--- src/rtl/tif_pkg.sv ---
package tif_pkg;
  localparam int REG_W   = 8;
  localparam int NUM_SRC = 5;

  typedef enum int {
    SRC_T1_OVF = 0,
    SRC_CMP_A  = 1,
    SRC_CMP_B  = 2,
    SRC_CAPT   = 3,
    SRC_T0_OVF = 4
  } src_e;

  // Register bit that holds the flag of a source.
  function automatic int flag_pos(input int src);
    case (src)
      0:       return 7;
      1:       return 6;
      2:       return 5;
      3:       return 3;
      default: return 1;
    endcase
  endfunction

  function automatic logic [REG_W-1:0] live_mask();
    logic [REG_W-1:0] m;
    m = '0;
    for (int i = 0; i < NUM_SRC; i++) m[flag_pos(i)] = 1'b1;
    return m;
  endfunction
endpackage

--- src/rtl/tif_set_select.sv ---
module tif_set_select
  import tif_pkg::*;
#(
  parameter int N_SRC = NUM_SRC
) (
  input  logic             pwm_mode_i,
  input  logic             t1_wrap_i,
  input  logic             t1_bottom_i,
  input  logic             cmp_a_i,
  input  logic             cmp_b_i,
  input  logic             capt_i,
  input  logic             t0_wrap_i,
  output logic [N_SRC-1:0] set_o
);
  always_comb begin
    set_o             = '0;
    set_o[SRC_T1_OVF] = pwm_mode_i ? t1_bottom_i : t1_wrap_i;
    set_o[SRC_CMP_A]  = cmp_a_i;
    set_o[SRC_CMP_B]  = cmp_b_i;
    set_o[SRC_CAPT]   = capt_i;
    set_o[SRC_T0_OVF] = t0_wrap_i;
  end
endmodule

--- src/rtl/tif_reg_pack.sv ---
module tif_reg_pack
  import tif_pkg::*;
#(
  parameter int N_SRC = NUM_SRC,
  parameter int DW    = REG_W
) (
  input  logic [N_SRC-1:0] flags_i,
  input  logic             wr_en_i,
  input  logic [DW-1:0]    wr_data_i,
  output logic [N_SRC-1:0] wclr_o,
  output logic [DW-1:0]    rd_data_o
);
  always_comb begin
    rd_data_o = '0;
    for (int i = 0; i < N_SRC; i++) rd_data_o[flag_pos(i)] = flags_i[i];
  end

  for (genvar g = 0; g < N_SRC; g++) begin : g_wclr
    assign wclr_o[g] = wr_en_i & wr_data_i[flag_pos(g)];
  end
endmodule

--- src/rtl/tif_flag_cell.sv ---
module tif_flag_cell (
  input  logic clk,
  input  logic rst_n,
  input  logic set_i,
  input  logic wclr_i,
  input  logic ack_i,
  output logic flag_o
);
  logic flag_q, flag_d, flag_ce;

  // Next state: a set beats any clear in the same cycle.
  always_comb begin
    flag_ce = set_i | wclr_i | ack_i;
    flag_d  = set_i ? 1'b1 : 1'b0;
  end

  always_ff @(posedge clk or negedge rst_n) begin
    if (!rst_n)       flag_q <= 1'b0;
    else if (flag_ce) flag_q <= flag_d;
  end

  assign flag_o = flag_q;

  assert_set_wins_R7: assert property (@(posedge clk) disable iff (!rst_n)
    set_i |=> flag_q);
  assert_ack_clears_R5: assert property (@(posedge clk) disable iff (!rst_n)
    (ack_i && !set_i) |=> !flag_q);
  assert_write_clears_R4: assert property (@(posedge clk) disable iff (!rst_n)
    (wclr_i && !set_i) |=> !flag_q);
  assert_flag_holds_R4: assert property (@(posedge clk) disable iff (!rst_n)
    (!set_i && !wclr_i && !ack_i) |=> $stable(flag_q));
endmodule

--- src/rtl/timer_irq_flags.sv ---
module timer_irq_flags
  import tif_pkg::*;
#(
  parameter int DW         = REG_W,
  parameter int N_SRC      = NUM_SRC,
  parameter int RST_STAGES = 2
) (
  input  logic             clk,
  input  logic             rst_n,
  input  logic             pwm_mode_i,
  input  logic             t1_wrap_i,
  input  logic             t1_bottom_i,
  input  logic             cmp_a_i,
  input  logic             cmp_b_i,
  input  logic             capt_i,
  input  logic             t0_wrap_i,
  input  logic [N_SRC-1:0] ack_i,
  input  logic [N_SRC-1:0] ien_i,
  input  logic             gie_i,
  input  logic             wr_en_i,
  input  logic [DW-1:0]    wr_data_i,
  output logic [DW-1:0]    rd_data_o,
  output logic [N_SRC-1:0] irq_o
);
  localparam logic [DW-1:0] RSV_MASK = ~live_mask();

  // Asserted asynchronously, released on a clock edge.
  logic [RST_STAGES-1:0] rst_sync_q;
  logic                  rst_int_n;

  always_ff @(posedge clk or negedge rst_n) begin
    if (!rst_n) rst_sync_q <= '0;
    else        rst_sync_q <= {rst_sync_q[RST_STAGES-2:0], 1'b1};
  end
  assign rst_int_n = rst_sync_q[RST_STAGES-1];

  logic [N_SRC-1:0] set_v, wclr_v, flags_v;

  tif_set_select #(.N_SRC(N_SRC)) u_set (
    .pwm_mode_i (pwm_mode_i),
    .t1_wrap_i  (t1_wrap_i),
    .t1_bottom_i(t1_bottom_i),
    .cmp_a_i    (cmp_a_i),
    .cmp_b_i    (cmp_b_i),
    .capt_i     (capt_i),
    .t0_wrap_i  (t0_wrap_i),
    .set_o      (set_v)
  );

  tif_reg_pack #(.N_SRC(N_SRC), .DW(DW)) u_reg (
    .flags_i  (flags_v),
    .wr_en_i  (wr_en_i),
    .wr_data_i(wr_data_i),
    .wclr_o   (wclr_v),
    .rd_data_o(rd_data_o)
  );

  for (genvar g = 0; g < N_SRC; g++) begin : g_flag
    tif_flag_cell u_cell (
      .clk   (clk),
      .rst_n (rst_int_n),
      .set_i (set_v[g]),
      .wclr_i(wclr_v[g]),
      .ack_i (ack_i[g]),
      .flag_o(flags_v[g])
    );
  end

  assign irq_o = gie_i ? (ien_i & flags_v) : '0;

  assert_reserved_zero_R3: assert property (@(posedge clk) disable iff (!rst_int_n)
    wr_en_i |=> ((rd_data_o & RSV_MASK) == '0));
  assert_irq_needs_gie_R6: assert property (@(posedge clk) disable iff (!rst_int_n)
    (|irq_o) |-> gie_i);
  assert_irq_needs_en_R6: assert property (@(posedge clk) disable iff (!rst_int_n)
    ((irq_o & ~ien_i) == '0));
  assert_pwm_ignores_wrap_R8: assert property (@(posedge clk) disable iff (!rst_int_n)
    (pwm_mode_i && !t1_bottom_i && t1_wrap_i) |-> !set_v[SRC_T1_OVF]);
  assert_bottom_ignored_R9: assert property (@(posedge clk) disable iff (!rst_int_n)
    (!pwm_mode_i && t1_bottom_i && !t1_wrap_i) |-> !set_v[SRC_T1_OVF]);
  assert_reset_empty_R1: assert property (@(posedge clk)
    !rst_int_n |-> (rd_data_o == '0));
endmodule

--- config.mk ---
export PLATFORM = sky130hd
export DESIGN_NAME = timer_irq_flags
export DESIGN_NICKNAME = d
export VERILOG_FILES = /design/src/rtl/tif_pkg.sv /design/src/rtl/tif_set_select.sv /design/src/rtl/tif_reg_pack.sv /design/src/rtl/tif_flag_cell.sv /design/src/rtl/timer_irq_flags.sv
export SDC_FILE = /design/constraint.sdc
export NUM_CORES = 1
export LEC_CHECK = 0
export ABC_AREA = 1
export BUFFER_PORTS_ARGS = -buffer_cell sky130_fd_sc_hd__buf_2
export CORE_MARGIN = 1.5
export CORE_UTILIZATION = 32
export CTS_CLUSTER_DIAMETER = 80
export DETAILED_ROUTE_END_ITERATION = 8
export HOLD_SLACK_MARGIN = 0.06
export PLACE_DENSITY_LB_ADDON = 0.05
export SKIP_CTS_REPAIR_TIMING = 1
export SLEW_MARGIN = 20
export SYNTH_ARGS = -nofsm -noshare
export SYNTH_HDL_FRONTEND = slang
export SYNTH_HIERARCHICAL = 1
export SYNTH_SLANG_ARGS = --single-unit
--- constraint.sdc ---
create_clock -name clk -period 0.8 [get_ports clk]
set_input_delay 0.08 -clock clk [delete_from_list [all_inputs] [get_ports clk]]
set_output_delay 0.08 -clock clk [all_outputs]
set_load 0.01 [all_outputs]
## Word level (Yosys, flattened, before mapping)

Index checks and enable logic that the tools add are counted.

| word-level totals | value |
|---|---|
| flip-flop bits (word level) | 7 |
| output and inout bits | 13 |

| cells by class | value |
|---|---|
| muxes and demuxes | 7 |
| bitwise logic cells | 16 |

Operator list:

| cell | count |
|---|---|
| $or 1x1->1 | 10 |
| $mux 1 | 6 |
| $and 1x1->1 | 5 |
| $and 5x5->5 | 1 |
| $mux 5 | 1 |

## Longest topological paths before layout

Gate-level depths: netlist of run 1.

| depth | value |
|---|---|
| depth after elaboration | 3 |
| mapped depth | 5 |
| depth with buffers taken out | 5 |

## By module

Netlist of run 1, hierarchy kept.

Modules (own cells, without submodules):

| module | times used | cells each | area an instance (µm²) | sequential area each (µm²) |
|---|---|---|---|---|
| tif_flag_cell | 5 | 6 | 45.0 | 25.0 |
| tif_reg_pack | 1 | 19 | 101.3 | 0.0 |
| timer_irq_flags | 1 | 14 | 95.1 | 50.0 |
| tif_set_select | 1 | 8 | 45.0 | 0.0 |

## Worst setup path after synthesis of run 1

No wires, ideal clock.

| timing path | value |
|---|---|
| kind | register to output |
| start point | register g_flag[0].u_cell.flag_q |
| end point | output port irq_o[0] |
| data arrival time | 0.547 ns |
| required time | 0.720 ns |
| setup slack | 0.173 ns |
| stages on the path, launching flop included | 3 |
| buffers on the path | 0 |
| path through | dfrtp_1 nand2_1 nor2_1 |

| between the ends | value |
|---|---|
| cells in the longest elaborated chain, start to end | 2 |

Ends and longest elaborated chain:

| what | RTL line | RTL |
|---|---|---|
| start: declaration | tif_flag_cell.sv:9 | `logic flag_q, flag_d, flag_ce;` |
| start signal: assignment | tif_flag_cell.sv:19 | `else if (flag_ce) flag_q <= flag_d;` |
| $and 5x5->5 | timer_irq_flags.sv:69 | `assign irq_o = gie_i ? (ien_i & flags_v) : '0;` |
| $mux 5 | timer_irq_flags.sv:69 |  |
| end: declaration | timer_irq_flags.sv:23 | `output logic [N_SRC-1:0] irq_o` |

Every way passes these cells.

## Worst setup path after layout of run 1

| timing path | value |
|---|---|
| start point | register g_flag[2].u_cell.flag_q |
| end point | output port irq_o[2] |

| between the ends | value |
|---|---|
| cells in the longest elaborated chain, start to end | 2 |

Ends and longest elaborated chain:

| what | RTL line |
|---|---|
| start: declaration | tif_flag_cell.sv:9 |
| start signal: assignment | tif_flag_cell.sv:19 |
| $and 5x5->5 | timer_irq_flags.sv:69 |
| $mux 5 | timer_irq_flags.sv:69 |

Every way passes these cells.

==> metrics.md, run 1 <==
| Metric | Value |
|---|---|
| Largest family of logic cells by synthesized area | `buffers and inverters` |
| Setup_tns | `-1190 ps` |
| Seq/Total Area, Yosys | `37.5%` |
| Finished Layout Cells | `122` |
| Post-route total power | `0.000953 W` |
| Fillers | `151` |
| PortBufs | `35` |
| Pins Over Slew Limit | `0` |
| Total congestion overflow | `0` |
| Pwr dens | `1380 mW/mm^2` |
| Placed Area | `578 sq um` |
| Post-layout util | `51.8%` |
| Post-route DRC | `0` |
| Clk_lat worst skew | `250 ps` |
| Critical path's top delay family | `flip-flops` |
| Post-synthesis adder-cell area fraction | `0%` |
| CP Launch Type | `flop` |
| Final WS setup | `-179 ps` |
| WL final | `915 um` |
| RSZ-0062 raised after global routing | `true` |
| CP Buf/Inv Count | `1` |
| WP data required | `720 ps` |
| Worst Setup End Kind | `output pin` |
| Crit share post-route | `122%` |
| Largest net degree at the start of global routing | `6` |
| Max-cap violations | `0` |
| Status | `finished, violations left` |
| Final hold vios | `0` |
| Die X | `41.2 um` |
| Critical-path cell list | `nand2_1 -> nor2_1 -> buf_2` |
| GRT Total Usage | `10.8%` |
| H-Tree Depth | `1` |
| Layout cells sized above 1 | `39.3%` |
| Root Driver | `clkbuf_4` |
| Die area | `0.00170 sq mm` |
| Layout area overhead | `48.0%` |
| Synth Area in Simple Gates | `23.9%` |
| GPL Wtd Cong | `0.614` |
| CP max stage cell | `dfrtp_1` |
| Max clock buf depth | `2` |
| Via-per-instance ratio | `3.75` |
| Clock sink count | `7` |
| Worst path arrival time | `900 ps` |
| Syn Inst Count | `71` |
| Syn Std Cell Area | `467 sq um` |
| Compound-Gate Fraction of Synth Area | `0%` |
| Worst-path clk slew | `50 ps` |
| Yosys reg bits | `7` |
| Cell area after layout | `691 sq um` |
| CTS tree | `yes` |
| Maximum vdd drop | `0.775 mV` |
| Post-layout minimum cycle time | `979 ps` |
| Clk_skew | `1.13 ps` |
| Post-route ant nets | `0` |
| Placed instance count | `111` |
| Synth warn | `6` |
| CP Class | `flop to output pin` |
| CTS Buf Count | `3` |
| Die H | `41.2 um` |
| Setup violations, final | `11` |
| Crit-path max cell delay | `380 ps` |
| Drt wl/cell | `7.50 um` |
| Most common cell after layout, fill and taps aside | `buf_2` |
| Ports | `42` |
| Core area | `0.00133 sq mm` |
| Most frequent cells in the layout | `buf_2, inv_1, nand2_1` |
| F_max | `1.02 GHz` |
| Leak pwr | `0.470 nW` |
| Vias in the first global route | `275` |
| DR iter-0 viols | `4` |
| Antenna violations before repair | `0` |
| CP Max Fanout | `3` |
| Post-DP HPWL | `701 um` |
| Mux contribution to synthesized area | `0%` |
| Initial core utilization | `35.0%` |
| Post-Synth XOR/XNOR Area | `0%` |
| Drt pass-1 iters | `2` |
| Violated checks | `setup timing` |
| Via count | `458` |
| Fin nets | `137` |
| Row count | `13` |
| Inserted Diodes | `0` |
| First-pass GRT wire length | `1130 um` |
| Syn avg cell area | `6.57 sq um` |
| Post-synth cell types | `8` |
| Worst Hold Class | `input pin to flop` |
==> tightest hold or removal path: cells and delay by family <==
kind | cells | cell delay (ps)
buf+inv | 2 | 100
simple gates | 2 | 90
==> cell families (layout without fill, tap and decap cells) <==
family	count (synthesis)	count (layout)
other	2	4
flip-flops	7	7
buffers and inverters	34	68
AND/OR/NAND/NOR	28	28
==> cells in the mapped netlist <==
cell type | count | area share, %
buf_4 | 12 | 19
conb_1 | 2 | 1.6
dfrtp_1 | 7 | 38
inv_1 | 21 | 17
inv_2 | 1 | 0.80
nand2_1 | 18 | 14
nand3_1 | 5 | 5.4
nor2_1 | 5 | 4.0
==> routing by layer <==
metal	GRT usage, %	vias to the layer above	part of all wire (%)
met4	4.84	0	0.87
met2	16.4	27	42
met3	4.89	2	10
met5	0	-	0
met1	12.8	177	47
li1	-	252	-
==> cell type report <==
cell class | instances | area (sq um) | share of cell area [%]
clock buffer | 4 | 26.3 | 3.80
inverter | 22 | 82.6 | 12.0
multi-input combinational | 32 | 131 | 19.0
sequential | 7 | 175 | 25.4
tap | 15 | 18.8 | 2.72
timing repair buffer | 42 | 256 | 37.1
==> stage by stage <==
| stage | hold slack (ps) | setup slack (ps) |
|---|---|---|
| after floorplan | -216 | 173 |
| after global routing | 80.8 | -279 |
| final | 65.4 | -179 |
| after global placement | -133 | 119 |
| after detailed placement | -134 | 115 |
| after CTS | -406 | -177 |
==> state kept, by name (all words and copies together), names as in the netlist <==
signal,flops
g_flag.u_cell/flag_o,5
rst_sync_q,2
==> path summary, 6_finish.rpt <==
path	start	endpoint	depth (start not counted)	slack (ps)
max	g_flag[2].u_cell/flag_o$_DFFE_PN0P_	irq_o[2]	3	-180
min in group asynchronous	rst_sync_q[1]$_DFF_PN0_	g_flag[3].u_cell/flag_o$_DFFE_PN0P_	0	90
max in group asynchronous	rst_sync_q[1]$_DFF_PN0_	g_flag[1].u_cell/flag_o$_DFFE_PN0P_	0	520
max reg2reg	g_flag[4].u_cell/flag_o$_DFFE_PN0P_	g_flag[4].u_cell/flag_o$_DFFE_PN0P_	4	-40
min reg2reg	rst_sync_q[1]$_DFF_PN0_	g_flag[3].u_cell/flag_o$_DFFE_PN0P_	0	90
min	ack_i[4]	g_flag[4].u_cell/flag_o$_DFFE_PN0P_	4	70
==> where the power goes <==
part	internal (W)	switching, W
combinational	0.000127	0.0000993
clock	0.000191	0.000136
sequential	0.000379	0.0000203
Power figures use the tool's default switching activity.
==> inputs of run 2 (changes only) <==
--- a/config.mk
+++ b/config.mk
@@ -8,9 +8,11 @@
 export ABC_AREA = 1
 export BUFFER_PORTS_ARGS = -buffer_cell sky130_fd_sc_hd__buf_2
 export CORE_MARGIN = 1.5
-export CORE_UTILIZATION = 32
+export CORE_UTILIZATION = 34
+export CTS_BUF_LIST = sky130_fd_sc_hd__clkbuf_4
 export CTS_CLUSTER_DIAMETER = 80
 export DETAILED_ROUTE_END_ITERATION = 8
+export GPL_TIMING_DRIVEN = 0
 export HOLD_SLACK_MARGIN = 0.06
 export PLACE_DENSITY_LB_ADDON = 0.05
 export SKIP_CTS_REPAIR_TIMING = 1
==> run 2 against run 1 <==
The flow still finishes with violations (setup timing). Wire length is 3.3% higher. Sequential power hardly changed. Clock power rose by 5%. Critical path depth unchanged. Worst hold slack improved by 20 ps. Cell count is 5.7% higher. Design area rose by 13%. Combinational power rose by 27%. Fmax decreased by 3.4%. Utilization grew 9.1 points. Non-clock buffer count increased by 7. First-iteration DRC count decreased by 75%.
==> metrics.md, run 2 (synthesized netlist as in run 1, its figures left out) <==
| Metric | Value |
|---|---|
| CP Max Fanout | `3 (unchanged)` |
| Setup violations, final | `10 (-1)` |
| Root Driver | `clkbuf_4` |
| Critical R2R Capture | `g_flag[2].u_cell/flag_o$_DFFE_PN0P_` |
| Drt pass-1 iters | `3 (+1)` |
| Clk_skew | `0.392 ps (-0.739 ps)` |
| Post-route DRC | `0 (unchanged)` |
| Clk_lat worst skew | `240 ps (about the same)` |
| Inserted Diodes | `0 (unchanged)` |
| CTS Buf Count | `3 (unchanged)` |
| Most frequent cells in the layout | `buf_2, inv_1, nand2_1` |
| Status | `finished, violations left` |
| CP Class | `flop to output pin` |
| WL final | `945 um (+3.3%)` |
| DR iter-0 viols | `1 (-3)` |
| WP data required | `720 ps (about the same)` |
| Die X | `40.1 um (-2.8%)` |
| PortBufs | `31 (-11%)` |
| R2R depth | `3 (-1)` |
| Layout area overhead | `67.6%` |
| Worst-path clk slew | `50 ps (about the same)` |
| Placed Area | `648 sq um (+12%)` |
| Pins Over Slew Limit | `0 (unchanged)` |
| Worst path arrival time | `930 ps (+30 ps)` |
| Max clock buf depth | `2 (unchanged)` |
| Core area | `0.00128 sq mm (-3.7%)` |
| Antenna violations before repair | `0 (unchanged)` |
| Most common cell after layout, fill and taps aside | `buf_2` |
| First-pass GRT wire length | `1120 um (-0.62%)` |
| Worst Hold Class | `flop to async pin` |
| Max FFs per register | `5 (unchanged)` |
| GPL Wtd Cong | `0.681 (+11%)` |
| Post-layout util | `60.9% (+9.1 points)` |
| Ports | `42 (unchanged)` |
| Post-route total power | `0.00103 W (+8.6%)` |
| Violated checks | `setup timing` |
| Cell area after layout | `782 sq um (+13%)` |
| Via count | `489 (+6.8%)` |
| Via-per-instance ratio | `3.79 (+0.97%)` |
| Row count | `13 (unchanged)` |
| Crit share post-route | `127% (+4.3 points)` |
| Reg2reg setup slack | `50 ps (+90 ps)` |
| Initial core utilization | `36.3% (+1.3 points)` |
| Hold WS | `85.5 ps (+20.2 ps)` |
| Startpoint of the worst register-to-register path | `g_flag[2].u_cell/flag_o$_DFFE_PN0P_` |
| Worst Setup End Kind | `output pin` |
| GRT Total Usage | `11.1% (+0.30 points)` |
| Fillers | `127 (-16%)` |
| Drt wl/cell | `7.33 um (-2.3%)` |
| H-Tree Depth | `1 (unchanged)` |
| CTS tree | `yes` |
| Vias in the first global route | `294 (+6.9%)` |
| Post-DP HPWL | `749 um (+7.0%)` |
| Max-cap violations | `0 (unchanged)` |
| Maximum vdd drop | `0.913 mV (+18%)` |
| Clock sink count | `7 (unchanged)` |
| Post-route ant nets | `0 (unchanged)` |
| Total congestion overflow | `0 (unchanged)` |
| Die area | `0.00160 sq mm (-5.5%)` |
| Final hold vios | `0 (unchanged)` |
| Post-layout minimum cycle time | `1010 ps (+34.7 ps)` |
| Largest net degree at the start of global routing | `6 (unchanged)` |
| RSZ-0062 raised after global routing | `true` |
| Pwr dens | `1320 mW/mm^2 (-4.1%)` |
| Final WS setup | `-214 ps (-34.7 ps)` |
| Layout cells sized above 1 | `43.0% (+3.7 points)` |
| Leak pwr | `0.522 nW (+11%)` |
| Die H | `40.1 um (-2.8%)` |
| Fin nets | `144 (+5.1%)` |
| CP Launch Type | `flop` |
| DP Worst Slack | `87.8 ps (-26.8 ps)` |
| F_max | `0.986 GHz (-3.4%)` |
-- run 2: area by class of cell --
cell class                      count  area [sq um]  share of cell area [%]
Buffer                             12           105                    13.4
Clock buffer                        4          30.0                    3.84
Inverter                           22          82.6                    10.6
Multi-Input combinational cell     32           126                    16.2
Sequential cell                     7           175                    22.4
Tap cell                           15          18.8                    2.40
Timing Repair Buffer               37           244                    31.2
-- run 2: report_power, final --
group	internal (W)	switching (W)
Combinational	0.000182	0.000108
Sequential	0.000380	0.0000229
Clock	0.000223	0.000119
Total	0.000785	0.000250
-- run 2: worst max path at each step --
stage / start / end / slack, ps / depth (start not counted)
3_5_place_dp: g_flag[2].u_cell/flag_o$_DFFE_PN0P_ / rd_data_o[5] / 90 / 2
6_report: g_flag[1].u_cell/flag_o$_DFFE_PN0P_ / irq_o[1] / -210 / 3
5_1_grt: g_flag[1].u_cell/flag_o$_DFFE_PN0P_ / irq_o[1] / -240 / 3
2_1_floorplan: g_flag[0].u_cell/flag_o$_DFFE_PN0P_ / irq_o[0] / 170 / 2
3_3_place_gp: g_flag[1].u_cell/flag_o$_DFFE_PN0P_ / irq_o[1] / 80 / 3
4_1_cts: g_flag[1].u_cell/flag_o$_DFFE_PN0P_ / irq_o[1] / -240 / 3
-- run 2: worst max-delay path, stage by stage, from the launching register on --
cell and delay (ps):
dfrtp_1 360, nand2_1 70, nor2_1 110, buf_2 140
-- run 2: metal layers --
layer  part of all wire (%)  up-vias  track usage [%]
li1                       -      266                -
met1                     42      196             12.4
met2                     46       25             17.7
met3                     11        2             3.33
met4                   0.42        0             7.76
met5                      0        -                0
-- run 2: stage by stage --
stage	instances	setup TNS, ps
floorplan	73	0
finish	129	-1580
global placement	119	0
global route	129	-2050
detailed placement	119	0
CTS	123	-1730
==> inputs of run 3 (changes only) <==
--- a/config.mk
+++ b/config.mk
@@ -9,7 +9,7 @@
 export BUFFER_PORTS_ARGS = -buffer_cell sky130_fd_sc_hd__buf_2
 export CORE_MARGIN = 1.5
 export CORE_UTILIZATION = 34
-export CTS_BUF_LIST = sky130_fd_sc_hd__clkbuf_4
+export CTS_BUF_LIST = sky130_fd_sc_hd__clkbuf_2
 export CTS_CLUSTER_DIAMETER = 80
 export DETAILED_ROUTE_END_ITERATION = 8
 export GPL_TIMING_DRIVEN = 0
==> run 3 against run 2 <==
The run still ends with setup timing left. Fmax increased by 4.8%. Die area unchanged. Flip-flop and latch count unchanged. Combinational power decreased by 1%. Cell count unchanged. Worst setup slack improved by 47 ps. Utilization decreased by 1.4 points. Wire length decreased by 0.95%. Worst hold slack improved by 2.4 ps. Critical endpoint unchanged. Highest routed layer unchanged.
==> metrics.md, run 3 (synthesized netlist as in run 1, its figures left out) <==
| Metric | Value |
|---|---|
| Reg2reg setup slack | `50 ps (about the same)` |
| Most common cell after layout, fill and taps aside | `buf_2` |
| Net Sw Power | `0.000256 W (+2.3%)` |
| Maximum vdd drop | `0.781 mV (-14%)` |
| CP max stage cell | `dfrtp_1` |
| Post-DP HPWL | `749 um (unchanged)` |
| Worst Setup End Kind | `output pin` |
| Max clock buf depth | `2 (unchanged)` |
| Post-route DRC | `0 (unchanged)` |
| First-pass GRT wire length | `1100 um (-1.8%)` |
| Post-route ant nets | `0 (unchanged)` |
| Max-cap violations | `0 (unchanged)` |
| Reg power frac | `42.4% (+3.5 points)` |
| Finished Layout Cells | `129 (unchanged)` |
| Antenna violations before repair | `0 (unchanged)` |
| Via-per-instance ratio | `3.79 (unchanged)` |
| Fin nets | `144 (unchanged)` |
| Setup_tns | `-1410 ps (+176 ps)` |
| Die H | `40.1 um (unchanged)` |
| WL final | `936 um (-0.95%)` |
| Largest net degree at the start of global routing | `6 (unchanged)` |
| GRT Total Usage | `10.8% (-0.23 points)` |
| Layout cells sized above 1 | `43.0% (unchanged)` |
| Worst path arrival time | `890 ps (-40 ps)` |
| Startpoint of the worst register-to-register path | `g_flag[2].u_cell/flag_o$_DFFE_PN0P_` |
| CTS Buf Count | `3 (unchanged)` |
| R2R depth | `3 (unchanged)` |
| Pins Over Slew Limit | `0 (unchanged)` |
| Clk network pwr share | `27.5% (-5.6 points)` |
| Final hold vios | `0 (unchanged)` |
| Final WS setup | `-167 ps (+46.8 ps)` |
| Internal power | `0.000689 W (-12%)` |
| Ports | `42 (unchanged)` |
| Crit share post-route | `121% (-5.8 points)` |
| Die X | `40.1 um (unchanged)` |
| Hold WS | `87.9 ps (+2.37 ps)` |
| Setup violations, final | `10 (unchanged)` |
| Leak pwr | `0.517 nW (-0.87%)` |
| Row count | `13 (unchanged)` |
| CTS tree | `yes` |
| Clk_skew | `1.77 ps (+1.38 ps)` |
| Worst Hold Class | `flop to async pin` |
| Via count | `489 (unchanged)` |
| Crit-path max cell delay | `370 ps (about the same)` |
| Violated checks | `setup timing` |
| GPL Wtd Cong | `0.681 (unchanged)` |
| Clock sink count | `7 (unchanged)` |
| WP data required | `720 ps (about the same)` |
| Max FFs per register | `5 (unchanged)` |
| Critical path's top delay family | `flip-flops` |
| CP Launch Type | `flop` |
| Initial core utilization | `36.3% (unchanged)` |
| Worst-path clk slew | `80 ps (+30 ps)` |
| Placed Area | `648 sq um (unchanged)` |
| Cell area after layout | `764 sq um (-2.2%)` |
| Status | `finished, violations left` |
| CP Buf/Inv Count | `1 (unchanged)` |
| Drt pass-1 iters | `3 (unchanged)` |
| Clk_lat worst skew | `220 ps (-20 ps)` |
| CP Class | `flop to output pin` |
| Critical-path cell list | `nand2_1 -> nor2_1 -> buf_2` |
| Post-layout minimum cycle time | `967 ps (-46.8 ps)` |
| PortBufs | `31 (unchanged)` |
| Most frequent cells in the layout | `buf_2, inv_1, nand2_1` |
| Comb power frac | `30.1% (+2.1 points)` |
| Total congestion overflow | `0 (unchanged)` |
| CP Max Fanout | `3 (unchanged)` |
| Die area | `0.00160 sq mm (unchanged)` |
| Sw Share | `27.1% (+2.9 points)` |
| Core area | `0.00128 sq mm (unchanged)` |
| Inserted Diodes | `0 (unchanged)` |
| Critical R2R Capture | `g_flag[2].u_cell/flag_o$_DFFE_PN0P_` |
| Pwr dens | `1240 mW/mm^2 (-6.6%)` |
| RSZ-0062 raised after global routing | `true` |
| Drt wl/cell | `7.26 um (-0.95%)` |
| DR iter-0 viols | `1 (unchanged)` |
| Vias in the first global route | `291 (-1.0%)` |
| Placed instance count | `119 (unchanged)` |
| Layout area overhead | `63.8%` |
| F_max | `1.03 GHz (+4.8%)` |
| Post-layout util | `59.5% (-1.4 points)` |
| H-Tree Depth | `1 (unchanged)` |
| Root Driver | `clkbuf_2` |
==> run 3: changes by cell type in the layout (fill, tap and decap cells not counted) <==
cell,before,now
buf_4,9,11
buf_6,9,7
clkbuf_2,0,4
clkbuf_4,4,0
==> run 3: worst max path at each step <==
| stage | from | endpoint | slack (ps) | cells after the start |
|---|---|---|---|---|
| 6_report | g_flag[1].u_cell/flag_o$_DFFE_PN0P_ | irq_o[1] | -170 | 3 |
| 5_1_grt | g_flag[4].u_cell/flag_o$_DFFE_PN0P_ | irq_o[4] | -230 | 3 |
| 4_1_cts | g_flag[1].u_cell/flag_o$_DFFE_PN0P_ | irq_o[1] | -180 | 3 |
| 3_5_place_dp | g_flag[2].u_cell/flag_o$_DFFE_PN0P_ | rd_data_o[5] | 90 | 2 |
| 3_3_place_gp | g_flag[1].u_cell/flag_o$_DFFE_PN0P_ | irq_o[1] | 80 | 3 |
| 2_1_floorplan | g_flag[0].u_cell/flag_o$_DFFE_PN0P_ | irq_o[0] | 170 | 2 |
==> run 3: final cells by class <==
type	instances	area, sq um
Fill cell	129	520
Inverter	22	82.6
Sequential cell	7	175
Multi-Input combinational cell	32	126
Tap cell	15	18.8
Timing Repair Buffer	37	244
Buffer	12	97.6
Clock buffer	4	20.0
==> run 3: per-stage QoR <==
step           total power [W]  worst slack, ps
2_1_floorplan         0.000537              173
3_3_place_gp          0.000631             76.9
3_5_place_dp          0.000634             87.8
4_1_cts               0.000896             -181
5_1_grt                0.00101             -225
6_report              0.000945             -167
==> run 3: worst reg2reg max path, cell delays in order (launching register included) <==
cell and delay, ps:
dfrtp_1 400, buf_4 130, nand3_1 60, nand2_1 50
==> run 3: layer usage <==
metal / global-route usage (%) / part of all wire (%)
met5: 0 / 0
met2: 16.9 / 45
met4: 7.76 / 0.43
met1: 12.4 / 43
met3: 3.33 / 11
==> run 3: power groups by stage <==
stage | sequential [W] | combinational, W | clock [W]
floorplan | 0.000401 | 0.000136 | 0
detailed placement | 0.000406 | 0.000229 | 0
global placement | 0.000406 | 0.000225 | 0
CTS | 0.000399 | 0.000229 | 0.000268
finish | 0.000400 | 0.000285 | 0.000260
global route | 0.000403 | 0.000319 | 0.000292
